[config.mk]
export PLATFORM = sky130hd
export DESIGN_NAME = lnk_tx_merge
export DESIGN_NICKNAME = d
export VERILOG_FILES = /design/src/rtl/lnk_tx_pkg.sv /design/src/rtl/lnk_tx_idle_fill.sv /design/src/rtl/lnk_tx_ack_ins.sv /design/src/rtl/lnk_tx_w2c.sv /design/src/rtl/lnk_tx_trig_ins.sv /design/src/rtl/lnk_tx_merge.sv
export SDC_FILE = /design/constraint.sdc
export NUM_CORES = 1
export LEC_CHECK = 0
export BUFFER_PORTS_ARGS = -buffer_cell sky130_fd_sc_hd__buf_4
export CAP_MARGIN = 20
export CORE_MARGIN = 2
export CORE_UTILIZATION = 55
export DETAILED_ROUTE_END_ITERATION = 10
export HOLD_SLACK_MARGIN = 0.12
export PLACE_DENSITY = 0.79
export SLEW_MARGIN = 20
export SYNTH_ARGS = -nofsm -noshare
export SYNTH_HDL_FRONTEND = slang
export SYNTH_HIERARCHICAL = 1
export SYNTH_SLANG_ARGS = --single-unit
[constraint.sdc]
create_clock -name clk -period 2.55 [get_ports clk]
set_input_delay 0.765 -clock clk [delete_from_list [all_inputs] [get_ports clk]]
set_output_delay 0.765 -clock clk [all_outputs]
set_load 0.01 [all_outputs]
[src/rtl/lnk_tx_pkg.sv]
// Shared constants and types for the transmit merger.
// Assumes 8-bit characters and a four-character word.
package lnk_tx_pkg;
    localparam int CHAR_W     = 8;
    localparam int WORD_BYTES = 4;
    localparam int WORD_W     = CHAR_W * WORD_BYTES;
    localparam int ACK_WORDS  = 2;

    localparam logic [CHAR_W-1:0] K_TRIG_EDGE = 8'h5C;
    localparam logic [CHAR_W-1:0] K_TRIG_LVL  = 8'h7C;
    localparam logic [CHAR_W-1:0] K_ACK       = 8'hDC;
    localparam logic [CHAR_W-1:0] K_IDLE      = 8'hBC;
    localparam logic [CHAR_W-1:0] D_IDLE_A    = 8'h3C;
    localparam logic [CHAR_W-1:0] D_IDLE_B    = 8'hB5;
    localparam logic [CHAR_W-1:0] D_ACK       = 8'h01;

    typedef struct packed {
        logic [WORD_BYTES-1:0] k;
        logic [WORD_W-1:0]     data;
    } word_t;

    // Idle word: one K char in byte 0, fixed data in bytes 1..3.
    function automatic word_t idle_word();
        word_t w;
        w.k    = 4'b0001;
        w.data = {D_IDLE_B, D_IDLE_A, D_IDLE_A, K_IDLE};
        return w;
    endfunction

    // Acknowledge packet word by index: all-K header then data payload.
    function automatic word_t ack_word(input int idx);
        word_t w;
        if (idx == 0) begin
            w.k    = '1;
            w.data = {WORD_BYTES{K_ACK}};
        end else begin
            w.k    = '0;
            w.data = {WORD_BYTES{D_ACK}};
        end
        return w;
    endfunction
endpackage

[src/rtl/lnk_tx_idle_fill.sv]
// Idle filler: passes a command word when one is valid, otherwise offers
// the fixed idle word. Purely combinational; its output is always valid.
module lnk_tx_idle_fill
    import lnk_tx_pkg::*;
(
    input  logic  cmd_valid,
    output logic  cmd_ready,
    input  word_t cmd_word,
    output logic  out_valid,
    output word_t out_word,
    input  logic  out_ready
);
    // Word select: command data wins, the idle word fills the gap.
    assign out_word  = cmd_valid ? cmd_word : idle_word();
    assign out_valid = 1'b1;
    assign cmd_ready = out_ready;
endmodule

[src/rtl/lnk_tx_ack_ins.sv]
// Acknowledge inserter: holds a request until the next word boundary
// (a downstream word acceptance), then sends ACK_WORDS words back to back
// while the upstream is stalled. Requests made before start are merged.
module lnk_tx_ack_ins
    import lnk_tx_pkg::*;
(
    input  logic  clk,
    input  logic  rst_n,
    input  logic  ack_stb,
    input  logic  up_valid,
    output logic  up_ready,
    input  word_t up_word,
    output logic  dn_valid,
    output word_t dn_word,
    input  logic  dn_ready
);
    localparam int AW = (ACK_WORDS > 1) ? $clog2(ACK_WORDS) : 1;

    logic          ack_pend;
    logic          ack_busy;
    logic [AW-1:0] ack_idx;
    logic          active;
    logic          take;

    assign active   = ack_pend | ack_busy;
    assign take     = dn_ready & dn_valid;
    assign dn_valid = active | up_valid;
    assign dn_word  = active ? ack_word(int'(ack_idx)) : up_word;
    assign up_ready = dn_ready & ~active;

    // Packet sequencing: advance the word index on every accepted ack word.
    always_ff @(posedge clk) begin
        if (!rst_n) begin
            ack_busy <= 1'b0;
            ack_idx  <= '0;
        end else if (take && active) begin
            if (ack_idx == AW'(ACK_WORDS - 1)) begin
                ack_busy <= 1'b0;
                ack_idx  <= '0;
            end else begin
                ack_busy <= 1'b1;
                ack_idx  <= ack_idx + 1'b1;
            end
        end
    end

    // Request flag: set by a strobe, cleared when its packet begins.
    always_ff @(posedge clk) begin
        if (!rst_n)
            ack_pend <= 1'b0;
        else if (ack_stb)
            ack_pend <= 1'b1;
        else if (take && ack_pend && !ack_busy)
            ack_pend <= 1'b0;
    end


    ack_contig_chk: assert property (@(posedge clk) disable iff (!rst_n)
        (take && active && ack_idx != AW'(ACK_WORDS - 1))
        |=> (ack_busy && ack_idx == $past(ack_idx) + 1'b1));


    ack_merge_chk: assert property (@(posedge clk) disable iff (!rst_n)
        (ack_pend && !(take && !ack_busy)) |=> ack_pend);
endmodule

[src/rtl/lnk_tx_w2c.sv]
// Word-to-character converter: loads one word at a time and emits its
// bytes least-significant first with the matching K bit. It holds its
// position whenever the character side is not ready.
module lnk_tx_w2c
    import lnk_tx_pkg::*;
(
    input  logic              clk,
    input  logic              rst_n,
    input  logic              w_valid,
    output logic              w_ready,
    input  word_t             w_word,
    output logic              c_valid,
    output logic [CHAR_W-1:0] c_char,
    output logic              c_k,
    input  logic              c_ready
);
    localparam int IDX_W = (WORD_BYTES > 1) ? $clog2(WORD_BYTES) : 1;

    word_t              hold;
    logic               full;
    logic [IDX_W-1:0]   idx;
    logic [CHAR_W-1:0]  bytes [WORD_BYTES];
    logic               c_take;
    logic               last;
    logic               load;

    // Byte lanes of the held word.
    for (genvar g = 0; g < WORD_BYTES; g++) begin : g_lane
        assign bytes[g] = hold.data[g*CHAR_W +: CHAR_W];
    end

    assign c_valid = full;
    assign c_char  = bytes[idx];
    assign c_k     = hold.k[idx];
    assign c_take  = full & c_ready;
    assign last    = (idx == IDX_W'(WORD_BYTES - 1));
    assign load    = ~full | (c_take & last);
    assign w_ready = load;

    // Word register: reload at the word boundary, else step the byte index.
    always_ff @(posedge clk) begin
        if (!rst_n) begin
            hold <= '0;
            full <= 1'b0;
            idx  <= '0;
        end else if (load) begin
            hold <= w_word;
            full <= w_valid;
            idx  <= '0;
        end else if (c_take) begin
            idx  <= idx + 1'b1;
        end
    end


    resume_hold_chk: assert property (@(posedge clk) disable iff (!rst_n)
        (full && !c_ready) |=> (full && $stable(idx) && $stable(hold)));


    lsb_first_chk: assert property (@(posedge clk) disable iff (!rst_n)
        (load && w_valid) |=> (full && idx == '0));
endmodule

[src/rtl/lnk_tx_trig_ins.sv]
// Trigger inserter: at any character boundary, sends a packet of TRIG_REP
// K codes followed by TRIG_REP copies of the delay, and stalls the
// converter meanwhile. A strobe during a packet is queued for the next one.
// Starts only when the current output character is not stalled.
module lnk_tx_trig_ins
    import lnk_tx_pkg::*;
#(
    parameter int TRIG_REP = 3
) (
    input  logic              clk,
    input  logic              rst_n,
    input  logic              trig_stb,
    input  logic [CHAR_W-1:0] trig_delay,
    input  logic              trig_mode,
    input  logic              up_valid,
    output logic              up_ready,
    input  logic [CHAR_W-1:0] up_char,
    input  logic              up_k,
    output logic              out_valid,
    output logic [CHAR_W-1:0] out_char,
    output logic              out_k,
    input  logic              out_ready
);
    localparam int TRIG_LEN = 2 * TRIG_REP;
    localparam int CW       = $clog2(TRIG_LEN);

    logic              pend;
    logic [CHAR_W-1:0] pend_delay;
    logic              pend_mode;
    logic              busy;
    logic [CW-1:0]     idx;
    logic [CHAR_W-1:0] cur_delay;
    logic              cur_mode;
    logic              take;
    logic              done;
    logic              start;
    logic              k_part;

    assign take   = busy & out_ready;
    assign done   = take & (idx == CW'(TRIG_LEN - 1));
    assign start  = pend & ((~busy & (out_ready | ~up_valid)) | done);
    assign k_part = (idx < CW'(TRIG_REP));

    // Output mux: trigger characters override the converter stream.
    always_comb begin
        if (busy) begin
            out_char = k_part ? (cur_mode ? K_TRIG_LVL : K_TRIG_EDGE) : cur_delay;
            out_k    = k_part;
        end else begin
            out_char = up_char;
            out_k    = up_k;
        end
    end
    assign out_valid = busy | up_valid;
    assign up_ready  = ~busy & out_ready;

    // Packet state: start from the pending request, step on acceptance.
    always_ff @(posedge clk) begin
        if (!rst_n) begin
            busy      <= 1'b0;
            idx       <= '0;
            cur_delay <= '0;
            cur_mode  <= 1'b0;
        end else if (start) begin
            busy      <= 1'b1;
            idx       <= '0;
            cur_delay <= pend_delay;
            cur_mode  <= pend_mode;
        end else if (done) begin
            busy      <= 1'b0;
            idx       <= '0;
        end else if (take) begin
            idx       <= idx + 1'b1;
        end
    end

    // Request latch: capture strobe fields, clear when the packet starts.
    always_ff @(posedge clk) begin
        if (!rst_n) begin
            pend       <= 1'b0;
            pend_delay <= '0;
            pend_mode  <= 1'b0;
        end else if (trig_stb) begin
            pend       <= 1'b1;
            pend_delay <= trig_delay;
            pend_mode  <= trig_mode;
        end else if (start) begin
            pend       <= 1'b0;
        end
    end


    trig_unbroken_chk: assert property (@(posedge clk) disable iff (!rst_n)
        (busy && !done) |=> busy);


    trig_capture_chk: assert property (@(posedge clk) disable iff (!rst_n)
        (trig_stb && !busy && !pend) |=> pend);


    trig_chain_chk: assert property (@(posedge clk) disable iff (!rst_n)
        (done && pend) |=> (busy && idx == '0));
endmodule

[src/rtl/lnk_tx_merge.sv]
// Transmit merger top: idle filler -> acknowledge inserter -> word to
// character converter -> trigger inserter -> PHY character port.
// Assumes single-cycle strobes for trigger and acknowledge requests.
module lnk_tx_merge
    import lnk_tx_pkg::*;
#(
    parameter int TRIG_REP = 3
) (
    input  logic        clk,
    input  logic        rst_n,
    input  logic        cmd_valid,
    output logic        cmd_ready,
    input  logic [31:0] cmd_data,
    input  logic [3:0]  cmd_kmask,
    input  logic        trig_stb,
    input  logic [7:0]  trig_delay,
    input  logic        trig_mode,
    input  logic        ack_stb,
    output logic        phy_valid,
    input  logic        phy_ready,
    output logic [7:0]  phy_char,
    output logic        phy_k
);
    word_t             cmd_w;
    word_t             fill_w;
    word_t             ack_w;
    logic              fill_valid;
    logic              fill_ready;
    logic              ack_valid;
    logic              ack_ready;
    logic              cv_valid;
    logic              cv_ready;
    logic [CHAR_W-1:0] cv_char;
    logic              cv_k;

    assign cmd_w.k    = cmd_kmask;
    assign cmd_w.data = cmd_data;

    lnk_tx_idle_fill u_fill (
        .cmd_valid (cmd_valid),
        .cmd_ready (cmd_ready),
        .cmd_word  (cmd_w),
        .out_valid (fill_valid),
        .out_word  (fill_w),
        .out_ready (fill_ready)
    );

    lnk_tx_ack_ins u_ack (
        .clk      (clk),
        .rst_n    (rst_n),
        .ack_stb  (ack_stb),
        .up_valid (fill_valid),
        .up_ready (fill_ready),
        .up_word  (fill_w),
        .dn_valid (ack_valid),
        .dn_word  (ack_w),
        .dn_ready (ack_ready)
    );

    lnk_tx_w2c u_w2c (
        .clk     (clk),
        .rst_n   (rst_n),
        .w_valid (ack_valid),
        .w_ready (ack_ready),
        .w_word  (ack_w),
        .c_valid (cv_valid),
        .c_char  (cv_char),
        .c_k     (cv_k),
        .c_ready (cv_ready)
    );

    lnk_tx_trig_ins #(.TRIG_REP(TRIG_REP)) u_trig (
        .clk        (clk),
        .rst_n      (rst_n),
        .trig_stb   (trig_stb),
        .trig_delay (trig_delay),
        .trig_mode  (trig_mode),
        .up_valid   (cv_valid),
        .up_ready   (cv_ready),
        .up_char    (cv_char),
        .up_k       (cv_k),
        .out_valid  (phy_valid),
        .out_char   (phy_char),
        .out_k      (phy_k),
        .out_ready  (phy_ready)
    );


    stall_stable_chk: assert property (@(posedge clk) disable iff (!rst_n)
        (phy_valid && !phy_ready)
        |=> (phy_valid && $stable(phy_char) && $stable(phy_k)));
endmodule

==> results of run 1 <==
==> kinds of logic (layout without fill, tap and decap cells) <==
group           after synthesis  count (layout)  share of synthesized area
flops                        64              64                      0.358
mux                          65              65                      0.214
compound gates               25              25                     0.0501
other cells                   1               1                    0.00105
simple gates                227             227                      0.291
xor+xnor                      2               2                    0.00490
buf+inv                      40              95                     0.0707
fa+ha+maj                     3               3                     0.0105
==> critical path, delay by kind of cell (launching register included) <==
family | cells | cell delay, ns
mux | 2 | 0.79
flops | 1 | 0.35
buf+inv | 2 | 0.27
==> final timing paths <==
kind                                 from                           end  slack (ns)  cells past startpoint
min reg2reg  u_w2c/bytes[10]$_SDFFE_PN0P_  u_w2c/bytes[10]$_SDFFE_PN0P_        0.46                      2
min          u_w2c/bytes[10]$_SDFFE_PN0P_  u_w2c/bytes[10]$_SDFFE_PN0P_        0.46                      2
max reg2reg     u_w2c/idx[1]$_SDFFE_PP0P_  u_w2c/bytes[21]$_SDFFE_PN0P_        0.66                      5
max             u_w2c/idx[0]$_SDFFE_PP0P_                         phy_k        0.04                      4
==> cell type report <==
class,instances,area (sq um),area share
clock buffer,12,135,0.0322
inverter,7,26.3,0.00626
timing repair buffer,72,561,0.134
clock inverter,4,45.0,0.0107
tap,77,96.3,0.0230
multi-input combinational,323,2050,0.488
sequential,64,1280,0.306
==> placed cells by master, fill, tap and decap left out, types with 7 or more instances in the layout <==
cell,n
a21oi_1,7
and2_1,27
buf_4,69
clkbuf_8,9
dfxtp_1,63
mux2i_1,55
mux4_2,9
nand2_1,98
nand2b_1,17
nor2_1,59
nor2b_1,12
==> layer usage <==
metal  vias to the layer above  wire (um)
met5                         -          0
met2                        68       3410
li1                       1477          -
met1                      1290       3290
met4                         0        172
met3                        13        357
==> state kept, by name, summed over array words and instances (netlist names) <==
signal / count
u_w2c/hold: 4
u_trig/pend: 1
u_w2c/idx: 2
u_ack/ack_pend: 1
u_w2c/bytes: 32
u_trig/busy: 1
u_trig/idx: 3
u_trig/cur_delay: 8
u_w2c/c_valid: 1
u_trig/cur_mode: 1
u_ack/ack_busy: 1
u_trig/pend_mode: 1
u_trig/pend_delay: 8
==> where the power goes <==
part           switching [mW]  internal, mW
registers              0.0420          1.08
clock network           0.376         0.448
logic                   0.233         0.250
==> stage by stage <==
stage | hold slack (ns) | total power [mW] | setup WS [ns] | utilization
finish | 0.461 | 2.42 | 0.0411 | 0.664
global route | 0.473 | 2.55 | 0.000969 | 0.664
CTS | 0.462 | 2.44 | 0.00583 | 0.663
detailed placement | 0.451 | 1.62 | 0.222 | 0.634
global placement | 0.443 | 1.61 | 0.243 | 0.634
floorplan | 0.434 | 1.47 | 0.0919 | -
==> flow_metrics.env, run 1 <==
export IMPL_synthDistinctLibCells=43
export IMPL_path_class="flip-flop to primary output"
export IMPL_grt_busiest_layer="met2"
export IMPL_fmax_ghz=0.399
export IMPL_die_area_sq_um=7160
export IMPL_path_cells="buf_6, mux4_2, mux2_2, buf_4"
export IMPL_cpPeakStageDelay_ns=0.51
export IMPL_ys_ff_latch=64
export IMPL_yosys_area_top_type="dfxtp_1"
export IMPL_antenna_cells=0
export IMPL_drt_pass1_iterations=4
export IMPL_globalRouteMet3Util=0.0462
export IMPL_globalRouteTotalUtil=0.218
export IMPL_yosysSeqAreaShare=0.358
export IMPL_die_x_um=84.6
export IMPL_critPathCaptureType="primary output"
export IMPL_use_met1=0.283
export IMPL_design_area_sq_um=4190
export IMPL_cts_root_buf="clkbuf_8"
export IMPL_overflow=0
export IMPL_postCtsSetupBuffers=0
export IMPL_synth_cells=427
export IMPL_synth_avg_cell_area_sq_um=8.37
export IMPL_vias=2848
export IMPL_grt_pass1_vias=2770
export IMPL_finalWirelength_um=7230
export IMPL_min_period_over_period=0.984
export IMPL_placed_area_sq_um=4010
export IMPL_io_pins=62
export IMPL_ant_nets=0
export IMPL_post_cts_resized=0
export IMPL_cp_start_kind="flip-flop"
export IMPL_clk_pin_slew_ns=0.07
export IMPL_syn_num_nets=481
export IMPL_slew_viol_final=0
export IMPL_required_ns=1.79
export IMPL_via_per_inst=5.09
export IMPL_ir_worst_vdd_uv=491
export IMPL_start_util=0.566
export IMPL_insertion_delay_ns=0.34
export IMPL_n_fill_cell=544
export IMPL_numCtsBuffers=9
export IMPL_finClkSkew_ns=0.00841
export IMPL_hold_viol=0
export IMPL_critPathSlowestCell="mux4_2"
export IMPL_synth_enable_flop_cells=0
export IMPL_drive_gt1_frac=0.214
export IMPL_drt_iter0_drc=112
export IMPL_grt_max_degree=64
export IMPL_yosys_top_cells_area="dfxtp_1 36%, mux2i_1 15%, nand2_1 10%"
export IMPL_io_buffers=61
export IMPL_gp_congestion=0.790
export IMPL_power_density_nw_per_um2=578
export IMPL_core_area_sq_um=6310
export IMPL_p_leak_nw=1.87
export IMPL_fin_setup_tns_ns=0
export IMPL_rsz0062_at_grt="false"
export IMPL_cts_tree="done"
export IMPL_grt_pass1_wl_um=12600
export IMPL_max_slew_margin=0.587
export IMPL_critPathMaxFanout=4
export IMPL_synth_ff_type="dfxtp_1"
export IMPL_syn_cell_area_sq_um=3570
export IMPL_dpl_hpwl_um=5150
export IMPL_gr_usage_met2=0.355
export IMPL_status="completed"
export IMPL_setup_violations=0
export IMPL_timing_max_cap_violations=0
export IMPL_antenna_found_initial=0
export IMPL_yosysWarnings=6
export IMPL_instances_no_fill=559
export IMPL_synth_most_common_cell="nand2_1"
export IMPL_htreeDepth=3
export IMPL_synth_common_cells="98 x nand2_1, 64 x dfxtp_1, 59 x nor2_1"
export IMPL_drc=0
export IMPL_nNetsFinal=531
export IMPL_worstMarginPinSlew_ns=0.619
export IMPL_cts_buffer_depth=2
export IMPL_syn_to_final_growth_pct=17.3
export IMPL_worst_ep_arrival_time_ns=1.74
export IMPL_wl_per_cell_um=12.9
export IMPL_fin_crit_ns=2.51
export IMPL_synth_top_cell_area_share=0.358
export IMPL_chipHeight_um=84.6
export IMPL_cts_hold_buf=0
export IMPL_clock_sinks=64
export IMPL_async_reset_ff_frac=0
export IMPL_rows=29
export IMPL_hp_class="flip-flop to flip-flop"
export IMPL_dp_cells=543
No activity file was read; power rests on OpenSTA's default activity.
==> inputs of run 2 (changes only) <==
==> constraint.sdc (replaced) <==
create_clock -name clk -period 2.58 [get_ports clk]
set_input_delay 0.774 -clock clk [delete_from_list [all_inputs] [get_ports clk]]
set_output_delay 0.774 -clock clk [all_outputs]
set_load 0.01 [all_outputs]
==> flow_metrics.env, run 2 (synthesis gave the netlist of run 1 again) <==
export IMPL_status="completed"
export IMPL_critPathMaxFanout=8
export IMPL_largest_register_ffs=32
export IMPL_cts_root_buf="clkbuf_8"
export IMPL_io_pins=62
export IMPL_reg2reg_depth=5
export IMPL_pwr_share_clk=0.374
export IMPL_chipHeight_um=84.6
export IMPL_cts_buffer_depth=2
export IMPL_finalWirelength_um=7250
export IMPL_htreeDepth=3
export IMPL_setup_violations=0
export IMPL_die_area_sq_um=7160
export IMPL_start_util=0.566
export IMPL_antenna_cells=0
export IMPL_ff_latch_area_sq_um=1280
export IMPL_drc=0
export IMPL_core_area_sq_um=6310
export IMPL_gp_congestion=0.858
export IMPL_mostFrequentLayoutCells="98 x nand2_1, 68 x buf_4, 63 x dfxtp_1"
export IMPL_internal_power_mw=1.87
export IMPL_grt_pass1_wl_um=12400
export IMPL_p_seq_frac=0.440
export IMPL_grt_pass1_vias=2724
export IMPL_power_switching_mw=0.649
export IMPL_antenna_found_initial=0
export IMPL_hold_viol=0
export IMPL_swShare=0.258
export IMPL_syn_to_final_growth_pct=18.0
export IMPL_fin_setup_tns_ns=0
export IMPL_timing_max_cap_violations=0
export IMPL_clk_pin_slew_ns=0.07
export IMPL_min_from="u_trig/cur_delay[4]$_SDFFE_PN0P_"
export IMPL_max_slew_margin=0.593
export IMPL_rsz0062_at_grt="false"
export IMPL_io_buffers=61
export IMPL_fmax_ghz=0.404
export IMPL_via_per_inst=5.17
export IMPL_ant_nets=0
export IMPL_worstMarginPinSlew_ns=0.610
export IMPL_power_density_nw_per_um2=597
export IMPL_rrSetupSlack_ns=0.69
export IMPL_cp_start_kind="flip-flop"
export IMPL_cts_tree="done"
export IMPL_p_leak_nw=1.88
export IMPL_dpl_hpwl_um=5260
export IMPL_required_ns=1.81
export IMPL_slew_viol_final=0
export IMPL_drt_pass1_iterations=4
export IMPL_nNetsFinal=529
export IMPL_grt_max_degree=64
export IMPL_hold_end="u_trig/cur_delay[4]$_SDFFE_PN0P_"
export IMPL_path_class="flip-flop to primary output"
export IMPL_r2r_start="u_w2c/idx[1]$_SDFFE_PP0P_"
export IMPL_ir_worst_vdd_uv=329
export IMPL_vias=2880
export IMPL_critPathCaptureType="primary output"
export IMPL_drive_gt1_frac=0.217
export IMPL_holdPathStages=2
export IMPL_fin_util=0.668
export IMPL_final_common_cell="nand2_1"
export IMPL_fin_crit_ns=2.48
export IMPL_die_x_um=84.6
export IMPL_reg2reg_to="u_w2c/bytes[18]$_SDFFE_PN0P_"
export IMPL_n_fill_cell=533
export IMPL_cts_hold_buf=0
export IMPL_worst_ep_arrival_time_ns=1.70
export IMPL_clock_sinks=64
export IMPL_multi_input_area_sq_um=2050
export IMPL_globalRouteTotalUtil=0.215
export IMPL_drt_iter0_drc=140
export IMPL_overflow=0
export IMPL_postCtsSetupBuffers=0
export IMPL_rows=29
export IMPL_p_comb_frac=0.186
export IMPL_hp_class="flip-flop to flip-flop"
export IMPL_numCtsBuffers=9
export IMPL_timing_hold_ws_ns=0.464
export IMPL_finClkSkew_ns=0.00435
export IMPL_min_period_over_period=0.960
export IMPL_insertion_delay_ns=0.33
export IMPL_wl_per_cell_um=13.0
## run 2: power groups by stage
stage               clock (mW)  combinational, mW  sequential (mW)
floorplan                    0              0.344             1.11
global placement             0              0.457             1.13
detailed placement           0              0.469             1.13
CTS                      0.959              0.472             1.11
global route              1.00              0.519             1.12
finish                   0.942              0.468             1.11
## run 2: layout make-up
| type | instances | area share |
|---|---|---|
| clock inverter | 6 | 0.0196 |
| inverter | 7 | 0.00623 |
| timing repair buffer | 70 | 0.128 |
| multi-input combinational | 323 | 0.486 |
| tap | 77 | 0.0228 |
| sequential | 64 | 0.305 |
| clock buffer | 10 | 0.0326 |
## run 2: worst max-delay path by stage
stage,from,endpoint,slack [ns],cells after the start
after global routing,u_w2c/idx[0]$_SDFFE_PP0P_,phy_char[6],0.01,5
after CTS,u_w2c/idx[0]$_SDFFE_PP0P_,phy_char[6],0.04,5
after floorplan,phy_ready,cmd_ready,0.10,7
after detailed placement,phy_ready,cmd_ready,0.23,6
final,u_w2c/idx[0]$_SDFFE_PP0P_,phy_char[6],0.10,5
after global placement,phy_ready,cmd_ready,0.25,6
## run 2: routing by layer
metal  track usage  share of wire  wire length (um)  vias up
met5             0              0                 0        -
li1              -              -                 -     1476
met4        0.0736          0.019               139        0
met3        0.0590          0.048               350       13
met1         0.282           0.45              3270     1323
met2         0.345           0.48              3490       68
## run 2: critical path, cell delays in order, from the launching register on
cell and delay [ns]:
dfxtp_4 0.40, buf_6 0.16, mux4_2 0.49, nor2_1 0.11, a21oi_1 0.06, buf_4 0.15
## run 2: through the flow
step	power, mW	setup slack [ns]	instance area, sq um	std cells
2_1_floorplan	1.46	0.104	3570	427
5_1_grt	2.64	0.00973	4220	557
6_report	2.52	0.102	4220	557
3_5_place_dp	1.60	0.230	3990	541
4_1_cts	2.54	0.0369	4220	557
3_3_place_gp	1.59	0.254	3990	541
## run 2: what timing repair did
action | 4_1_cts | 5_1_grt
cloned | 0 | 0
gates resized for setup | 2 | 1
endpoints found under the setup margin | 6 | 5
